File: src/rtl/psw_guard.sv
module psw_guard (
  input  logic        clk,
  input  logic        rst,
  input  logic        wr_en,
  input  logic [15:0] wr_data,
  input  logic        ret_en,
  input  logic [15:0] pop_data,
  output logic [15:0] psw,
  output logic [1:0]  cur_mode,
  output logic [1:0]  prev_mode,
  output logic        reg_set,
  output logic [2:0]  prio,
  output logic        trace,
  output logic [3:0]  cc,
  output logic        rsvd_trap
);
  localparam logic [1:0] KERNEL = 2'd0;
  localparam logic [1:0] UNDEF  = 2'd2;

  logic [15:0] word_q;
  logic [15:0] cand;
  logic        take;
  logic        is_kernel;
  logic [1:0]  ret_cm, ret_pm;

  assign is_kernel = (word_q[15:14] == KERNEL);
  assign ret_cm = (pop_data[15:14] > word_q[15:14]) ? pop_data[15:14] : word_q[15:14];
  assign ret_pm = (pop_data[13:12] > word_q[13:12]) ? pop_data[13:12] : word_q[13:12];

  always_comb begin
    cand = word_q;
    take = 1'b0;
    if (ret_en) begin
      take = 1'b1;
      cand = {ret_cm, ret_pm, word_q[11] | pop_data[11], 3'b000,
              is_kernel ? pop_data[7:5] : word_q[7:5], pop_data[4:0]};
    end else if (wr_en && is_kernel) begin
      take = 1'b1;
      cand = {wr_data[15:11], 3'b000, wr_data[7:0]};
    end
  end

  assign rsvd_trap = take && (cand[15:14] == UNDEF || cand[13:12] == UNDEF);

  always_ff @(posedge clk) begin
    if (rst)
      word_q <= 16'h0000;
    else if (take && !rsvd_trap)
      word_q <= cand;
  end

  assign psw       = word_q;
  assign cur_mode  = word_q[15:14];
  assign prev_mode = word_q[13:12];
  assign reg_set   = word_q[11];
  assign prio      = word_q[7:5];
  assign trace     = word_q[4];
  assign cc        = word_q[3:0];
endmodule


File: config.mk
export PLATFORM = sky130hd
export DESIGN_NAME = psw_guard
export DESIGN_NICKNAME = d
export VERILOG_FILES = /design/src/rtl/psw_guard.sv
export SDC_FILE = /design/constraint.sdc
export NUM_CORES = 1
export LEC_CHECK = 0
export ABC_AREA = 1
export BUFFER_PORTS_ARGS = -buffer_cell sky130_fd_sc_hd__buf_2
export CORE_MARGIN = 8
export CORE_UTILIZATION = 43
export CTS_CLUSTER_SIZE = 10
export DETAILED_ROUTE_END_ITERATION = 10
export GPL_ROUTABILITY_DRIVEN = 0
export PLACE_DENSITY = 0.79
export SLEW_MARGIN = 15
export SYNTH_ARGS = -nofsm -noshare
export SYNTH_HDL_FRONTEND = slang
export SYNTH_SLANG_ARGS = --single-unit
File: constraint.sdc
create_clock -name clk -period 2.25 [get_ports clk]
set_input_delay 0.225 -clock clk [delete_from_list [all_inputs] [get_ports clk]]
set_output_delay 0.225 -clock clk [all_outputs]
set_load 0.005 [all_outputs]
# Yosys cells after proc, flatten, opt, wreduce, memory -nomap -nowiden

Index checks and enable logic that the tools add are counted.

Order comparisons: 2
Equal/unequal tests: 3
Mux-type cells: 7
Bitwise logic cells: 1
Reductions and logical operators: 9

Operators with widths:

| operator             | count |
|---|---|
| $mux W16             | 2 |
| $eq A2 B2 Y1 const B | 2 |
| $gt A2 B2 Y1         | 2 |
| $mux W2              | 2 |
| $logic_and A1 B1 Y1  | 3 |
| $mux W3              | 1 |
| $reduce_and A3 Y1    | 1 |
| $logic_not A2 Y1     | 1 |
| $mux W1              | 2 |
| $ne A2 B1 Y1 const B | 1 |
| $reduce_and A2 Y1    | 1 |
| $reduce_bool A2 Y1   | 1 |
| $logic_not A1 Y1     | 1 |
| $logic_or A1 B1 Y1   | 1 |
| $or A1 B1 Y1         | 1 |

Register bits after elaboration: 16
Input port bits: 36
Word-level logic and storage cells: 25

# Depth between registers and ports, before layout

Gate-level depths: netlist (run 1).

Depth after elaboration: 10
Gate-level depth with buffers: 15

# Least setup slack after synthesis (run 1)

Ideal clock, no wire load.

Path kind: reg2reg
Start: register word_q[15] (netlist: psw[15])
End: register word_q[12] (netlist: psw[12])
Library setup time: 0.113 ns
Arrival time: 1.773 ns
Data required time: 2.137 ns
Path slack: 0.364 ns
Cell stages (with the launch flop): 14
Path buffers: 1
Period minus slack after synthesis: 1.886 ns
Cells stage by stage: dfxtp_1 > inv_1 > ha_1 > o21ai_0 > nand2_1 > nand2_1 > nand3_1 > nand3_1 > nand2_2 > inv_4 > nand2_4 > buf_6 > nor2_1 > nor2_1

Word-level cells in the longest chain between the ends: 9

Ends and longest elaborated chain:

| item                                                                 | RTL line | text |
|---|---|---|
| start: declaration                                                   | 20       | `logic [15:0] word_q;` |
| start signal: assignment                                             | 49       | `word_q <= cand;` |
| parallel branches: the longest is 9 deep, another holds $gt A2 B2 Y1 | -        |  |

Several ways; the timed one is not identified. The select of a mux whose other input is x is not followed.
A chain may end at the register's enable or synchronous reset.

# Worst setup path in the final report (run 1)

Start: register word_q[13] (netlist: psw[13])
End: output port rsvd_trap

Word-level cells in the longest chain between the ends: 6

Ends and longest elaborated chain:

| item                    | RTL line | text |
|---|---|---|
| $gt A2 B2 Y1            | 28       | `assign ret_pm = (pop_data[13:12] > word_q[13:12]) ? pop_data[13:12] : word_q[13:12];` |
| $mux W2                 | 28       |  |
| $mux W16 (*)            | 33       | `if (ret_en) begin` |
| $eq A2 B2 Y1 (*)        | 43       | `assign rsvd_trap = take && (cand[15:14] == UNDEF \|\| cand[13:12] == UNDEF);` |
| $logic_or A1 B1 Y1 (*)  | 43       |  |
| $logic_and A1 B1 Y1 (*) | 43       |  |
| end: declaration        | 15       | `output logic rsvd_trap` |

Every way passes the cells marked *; elsewhere a longest branch is shown, timed or not. The select of a mux whose other input is x is not followed.

==> metrics.csv, run 1 <==
metric,value,unit
"Slew Viols, Final",0,
Avg Inst Size Synth,6.474,µm²
Leak Pwr,0.8374,nW
Tcrit/Tclk final,92.26,%
Pwr per Cell Area,1114,nW/µm²
htree depth,1,
CP top delay family,simple AND/OR/NAND/NOR gates,
Critical Path Source Type,flip-flop,
die span in x,66.89,µm
clk slew on worst S/H paths,0.08,ns
CTS Buffer Depth,2,
GRT overflow,0,
setup violators final,0,
Synth async-reset ratio,0,%
cell area after synthesis,1114,µm²
post-route minimum period,2.076,ns
Die Area,4474,µm²
Final Hold Viols,0,
hpwl dp,2124,µm
Critical Path Fanout Max,10,
CP Depth,10,
"commonest cells after routing, fill and taps aside","56 x buf_2, 34 x nand2_1, 29 x inv_1",
Setup CP Type,flip-flop to output pin,
Post-synth EDFFs,0,
CTS tree,yes,
register area share after synthesis,23.37,%
Hold/Removal Path Class,input port to flip-flop,
Synth Area in Simple Gates,35.28,%
Routed Antenna Nets,0,
CTS Buf Count,3,
# rows,18,
WHS Path Cells,4,
largest family of logic cells by synthesized area,simple AND/OR/NAND/NOR gates,
Yosys reg bits,13,
vias in the first global route,1014,
data required time at the worst endpoint,2.03,ns
initial core utilization,44.95,%
root buffer cell,clkbuf_4,
clk sinks,13,
Setup TNS,0,ns
"Slowest-stage cell, CP",dfxtp_2,
XOR/XNOR Fraction of Synth Area,0,%
total core area,2477,µm²
I/O Buffers,56,
Ports,66,
GRT Overall Usage,11.69,%
Nets,259,
first-pass GRT wire length,4229,µm
status,"complete, no violations",
# diodes,0,
synth warn,0,
worst path buffer plus inverter count,3,
TritonRoute pass-1 iters,4,
Max Cap Viol,0,
Vert. Die Dim,66.89,µm
Fmax,481.7,MHz
wire per inst,10.93,µm
FF-to-FF path depth,13,
clk_skew,0.0004315,ns
"commonest non-fill, non-tap cell in the layout",buf_2,
initial antenna violation count,0,
drt drc,0,
"Cell Area, Placed",1289,µm²
CP max stage delay,0.33,ns
Clock Latency Late Sink,0.27,ns
synth-to-layout area growth,21.24,%
Vias/cell,4.545,
Post-Route WL,2690,µm
"most used cell, CP",nand3_2,
vias post-DR,1118,
share of post-route cells with drive strength above 1,36.57,%
Mapped Cells,172,
pin count of the biggest net entering global routing,16,
WHS,0.2886,ns
post-synthesis mux area share,0,%
design area,1350,µm²
CP endpoint kind,output pin,
compound-cell area share of the yosys netlist,9.775,%
initial drt markers,21,
"Top FF cell, synth",dfxtp_1,
cts hold-fix bufs,0,
number of distinct library cells after synthesis,25,
Largest register FFs,13,
post-synthesis adder-cell area fraction,6.742,%
CP arrival,1.85,ns
Peak VDD IR,623.8,µV
crit path cell chain,inv_1 -> ha_1 -> o21bai_1 -> nand3_1 -> nand3_2 -> nand3_2 -> nand2_2 -> inv_4 -> a21oi_2 -> buf_2,
[metal layers]
metal / share of wire [%] / global-route usage (%) / routed length, µm / vias up
li1: - / - / - / 601
met2: 49 / 20.79 / 1328 / 37
met4: 0.71 / 3.133 / 19 / 0
met3: 9.3 / 4.530 / 249 / 2
met5: 0 / 0 / 0 / -
met1: 41 / 12.52 / 1093 / 478
[report_power, final]
part | internal, mW | switching, mW
Sequential | 0.330 | 0.0755
Combinational | 0.398 | 0.558
Clock | 0.0686 | 0.0731
Total | 0.797 | 0.706
[final timing paths]
path	start	end	slack, ns
worst max-delay path	psw[13]	rsvd_trap	0.17
worst min-delay path	wr_data[7]	psw[7]	0.29
worst max register to register	psw[15]	psw[12]	0.43
worst min register to register	psw[1]	psw[1]	0.52
[stage by stage]
| step | utilization, % | instances | setup WS, ns | total power [mW] |
|---|---|---|---|---|
| 6_report | 54.49 | 246 | 0.1742 | 1.504 |
| 3_3_place_gp | 52.02 | 241 | 0.2441 | 1.306 |
| 2_1_floorplan | - | 174 | 0.3640 | 1.151 |
| 5_1_grt | 54.49 | 246 | -0.004711 | 1.687 |
| 3_5_place_dp | 52.02 | 241 | 0.1997 | 1.326 |
| 4_1_cts | 53.13 | 245 | 0.04277 | 1.481 |
[repair_timing]
action | CTS | global route
gates resized for setup | 2 | 7
pin swaps | 0 | 2
setup buffers | 0 | 1
setup endpoints to repair | 1 | 1
[final cells by class]
| cell class | instances | area [µm²] |
|---|---|---|
| fillers | 275 | 1127 |
| flip-flops and latches | 13 | 265.3 |
| well taps | 30 | 37.54 |
| multi-input cells | 110 | 610.6 |
| repair buffers | 57 | 287.8 |
| inverters | 32 | 122.6 |
| clock buffers | 4 | 26.28 |
[logic make-up (layout without fill, tap and decap cells)]
| group | count (synthesis) | in the layout |
|---|---|---|
| AOI/OAI and AO/OA | 16 | 16 |
| DFF | 13 | 13 |
| buffers and inverters | 51 | 93 |
| and+or+nand+nor | 85 | 85 |
| other | 1 | 3 |
| adders and majority gates | 6 | 6 |
[Yosys cell counts (2+ instances only)]
cell type	number	share of area, %
buf_6	2	2.0
inv_1	29	9.8
nor2_1	21	7.1
o21ai_0	2	0.90
nand3_1	15	6.7
nand3b_1	3	2.0
a21oi_1	3	1.3
buf_4	17	11
a22o_1	3	2.4
a22oi_1	6	4.0
ha_1	6	6.7
dfxtp_1	13	23
nand2_1	34	11
nand2_2	7	3.9
[tightest hold or removal path, stage by stage]
cell,delay (ns)
buf_2,0.07
a22o_1,0.11
nor2_1,0.04
nor2_1,0.08
Power figures use the tool's default switching activity.
==> inputs of run 2 (changes only) <==
--- a/config.mk
+++ b/config.mk
@@ -5,10 +5,10 @@
 export SDC_FILE = /design/constraint.sdc
 export NUM_CORES = 1
 export LEC_CHECK = 0
-export ABC_AREA = 1
+export ABC_AREA = 0
 export BUFFER_PORTS_ARGS = -buffer_cell sky130_fd_sc_hd__buf_2
 export CORE_MARGIN = 8
-export CORE_UTILIZATION = 43
+export CORE_UTILIZATION = 42
 export CTS_CLUSTER_SIZE = 10
 export DETAILED_ROUTE_END_ITERATION = 10
 export GPL_ROUTABILITY_DRIVEN = 0
==> run 2 against run 1 <==
  * Sequential cell count unchanged
  * Critical path depth shrank 3
  * Highest routed layer unchanged
  * Clock skew increased by 0.0055 ns
  * Cell count is 16% lower
  * Synthesized cell count down 26%
  * Die area is 2.2% lower
==> metrics.csv, run 2 <==
metric,value,unit
metal2 WL,1643,µm
register area share after synthesis,24.64,%
"Cell Area, Placed",1259,µm²
"area leader, netlist",dfxtp_1,
"Top FF cell, synth",dfxtp_1,
WHS,0.2996,ns
clk sinks,13,
I/O Buffers,56,
Setup CP Type,flip-flop to output pin,
Reg power frac,30.7,%
switching power total,0.4413,mW
number of distinct library cells after synthesis,38,
wire per inst,15.75,µm
clk slew on worst S/H paths,0.08,ns
cell area after synthesis,1056,µm²
uppermost routed layer,met4,
total core area,2432,µm²
synth warn,0,
hpwl dp,2327,µm
vias in the first global route,1136,
Area contributors post-synth,"dfxtp_1 25%, buf_4 11%, ha_1 7.1%",
Critical Path Source Type,flip-flop,
M1 WL,1299,µm
Peak VDD IR,434.2,µV
# diodes,0,
status,"complete, no violations",
Die Area,4375,µm²
routed wl met3,298,µm
clk_skew,0.005972,ns
Pwr per Cell Area,780.0,nW/µm²
most instantiated library cell after synthesis,inv_1,
GRT overflow,0,
clock share of power,13.2,%
die span in x,66.14,µm
Largest register FFs,13,
Tcrit/Tclk final,97.39,%
# rows,18,
Post-synth EDFFs,0,
CTS Buffer Depth,2,
Nets,219,
initial antenna violation count,0,
drt drc,0,
share of post-route cells with drive strength above 1,55.11,%
synth-to-layout area growth,35.43,%
fin cells,206,
internal power,0.6742,mW
Synth top area share,24.64,%
Synth async-reset ratio,0,%
post-route minimum period,2.191,ns
initial core utilization,43.42,%
root buffer cell,clkbuf_4,
Hold/Removal Path Class,input port to flip-flop,
Fmax,456.3,MHz
CTS tree,yes,
filler instances,221,
Max Cap Viol,0,
design area,1430,µm²
first-pass GRT wire length,5009,µm
CTS Buf Count,3,
pin count of the biggest net entering global routing,20,
Yosys reg bits,13,
Vert. Die Dim,66.14,µm
CP arrival,1.97,ns
Final Hold Viols,0,
data required time at the worst endpoint,2.03,ns
Mapped Cells,127,
GRT Overall Usage,13.81,%
Avg Inst Size Synth,8.315,µm²
Ports,66,
CP endpoint kind,output pin,
Clock Latency Late Sink,0.28,ns
Placed Cells,197,
Vias/cell,5.510,
initial drt markers,48,
switching fraction of total power,39.56,%
TritonRoute pass-1 iters,4,
Routed Antenna Nets,0,
htree depth,1,
top post-synthesis cells by count,"17 x inv_1, 16 x buf_4, 13 x dfxtp_1",
vias post-DR,1135,
Post-Route WL,3245,µm
"commonest cells after routing, fill and taps aside","56 x buf_2, 16 x inv_1, 10 x dfxtp_1",
"commonest non-fill, non-tap cell in the layout",buf_2,
Leak Pwr,0.7042,nW
"Slew Viols, Final",0,
Critical Path Fanout Max,7,
setup violators final,0,
combinational power share,56.1,%
==> run 2: changes by cell type in the layout (fill, tap and decap cells not counted), sizes merged, moves of 5 or more <==
cell    change
a221oi     +10
a22oi       -6
and2        +5
buf         +8
inv        -14
nand2      -39
nand3      -13
nor2       -19
or3         +5
==> run 2: final cells by class <==
cell class	count	area (µm²)	share of cell area [%]
Multi-Input combinational cell	77	686.9	48.03
Timing Repair Buffer	65	351.6	24.58
Sequential cell	13	264.0	18.46
Inverter	17	63.81	4.462
Tap cell	30	37.54	2.625
Clock buffer	4	26.28	1.837
==> run 2: power by group through the flow <==
stage | clock network (mW) | logic (mW) | registers [mW]
3_5_place_dp | 0 | 0.509 | 0.339
6_report | 0.147 | 0.626 | 0.342
4_1_cts | 0.148 | 0.545 | 0.335
3_3_place_gp | 0 | 0.497 | 0.334
5_1_grt | 0.162 | 0.684 | 0.356
2_1_floorplan | 0 | 0.378 | 0.343
==> run 2: what timing repair did <==
action / CTS / global route
hold buffers: 0 / 0
endpoints found under the setup margin: 1 / 2
resized for setup: 4 / 15
buffers inserted: 2 / 3
pin swaps: 3 / 9
==> run 2: worst max-delay path: stages (launching register included) <==
cell and delay [ns]:
dfxtp_2 0.33, buf_6 0.13, or3b_4 0.43, a221oi_4 0.27, o31ai_4 0.14, and2_4 0.19
a21oi_2 0.09, buf_2 0.12
==> run 2: kinds of logic (layout without fill, tap and decap cells) <==
kind of cell / Yosys count / count (layout) / synth area share (%)
buffers and inverters: 39 / 86 / 20.50
adder cells (fa/ha/maj): 6 / 6 / 7.109
flip-flops: 13 / 13 / 24.64
other: 1 / 3 / 0.3551
AND/OR/NAND/NOR: 30 / 30 / 17.89
AO/OA/AOI/OAI: 38 / 38 / 29.50
==> run 2: worst paths after layout <==
path           start        end  slack (ns)  cells after the start
max          psw[15]  rsvd_trap        0.06                      7
max reg2reg  psw[12]    psw[11]        0.18                      6
min              rst     psw[0]        0.30                      2
min reg2reg   psw[1]     psw[1]        0.48                      2
==> run 2: stage by stage <==
step	total power, mW	setup WS, ns	TNS (ns)	util [%]
global placement	0.8311	0.1001	0	51.75
floorplan	0.7214	0.1296	0	-
detailed placement	0.8488	0.03939	0	51.75
finish	1.115	0.05862	0	58.80
global route	1.202	-0.01470	-0.01470	58.80
CTS	1.029	0.001647	0	54.22
==> run 2: per-layer routing <==
layer / vias to the layer above / GRT usage [%]
li1: 548 / -
met1: 535 / 15.16
met2: 50 / 24.49
met3: 2 / 5.085
met4: 0 / 3.200
met5: - / 0
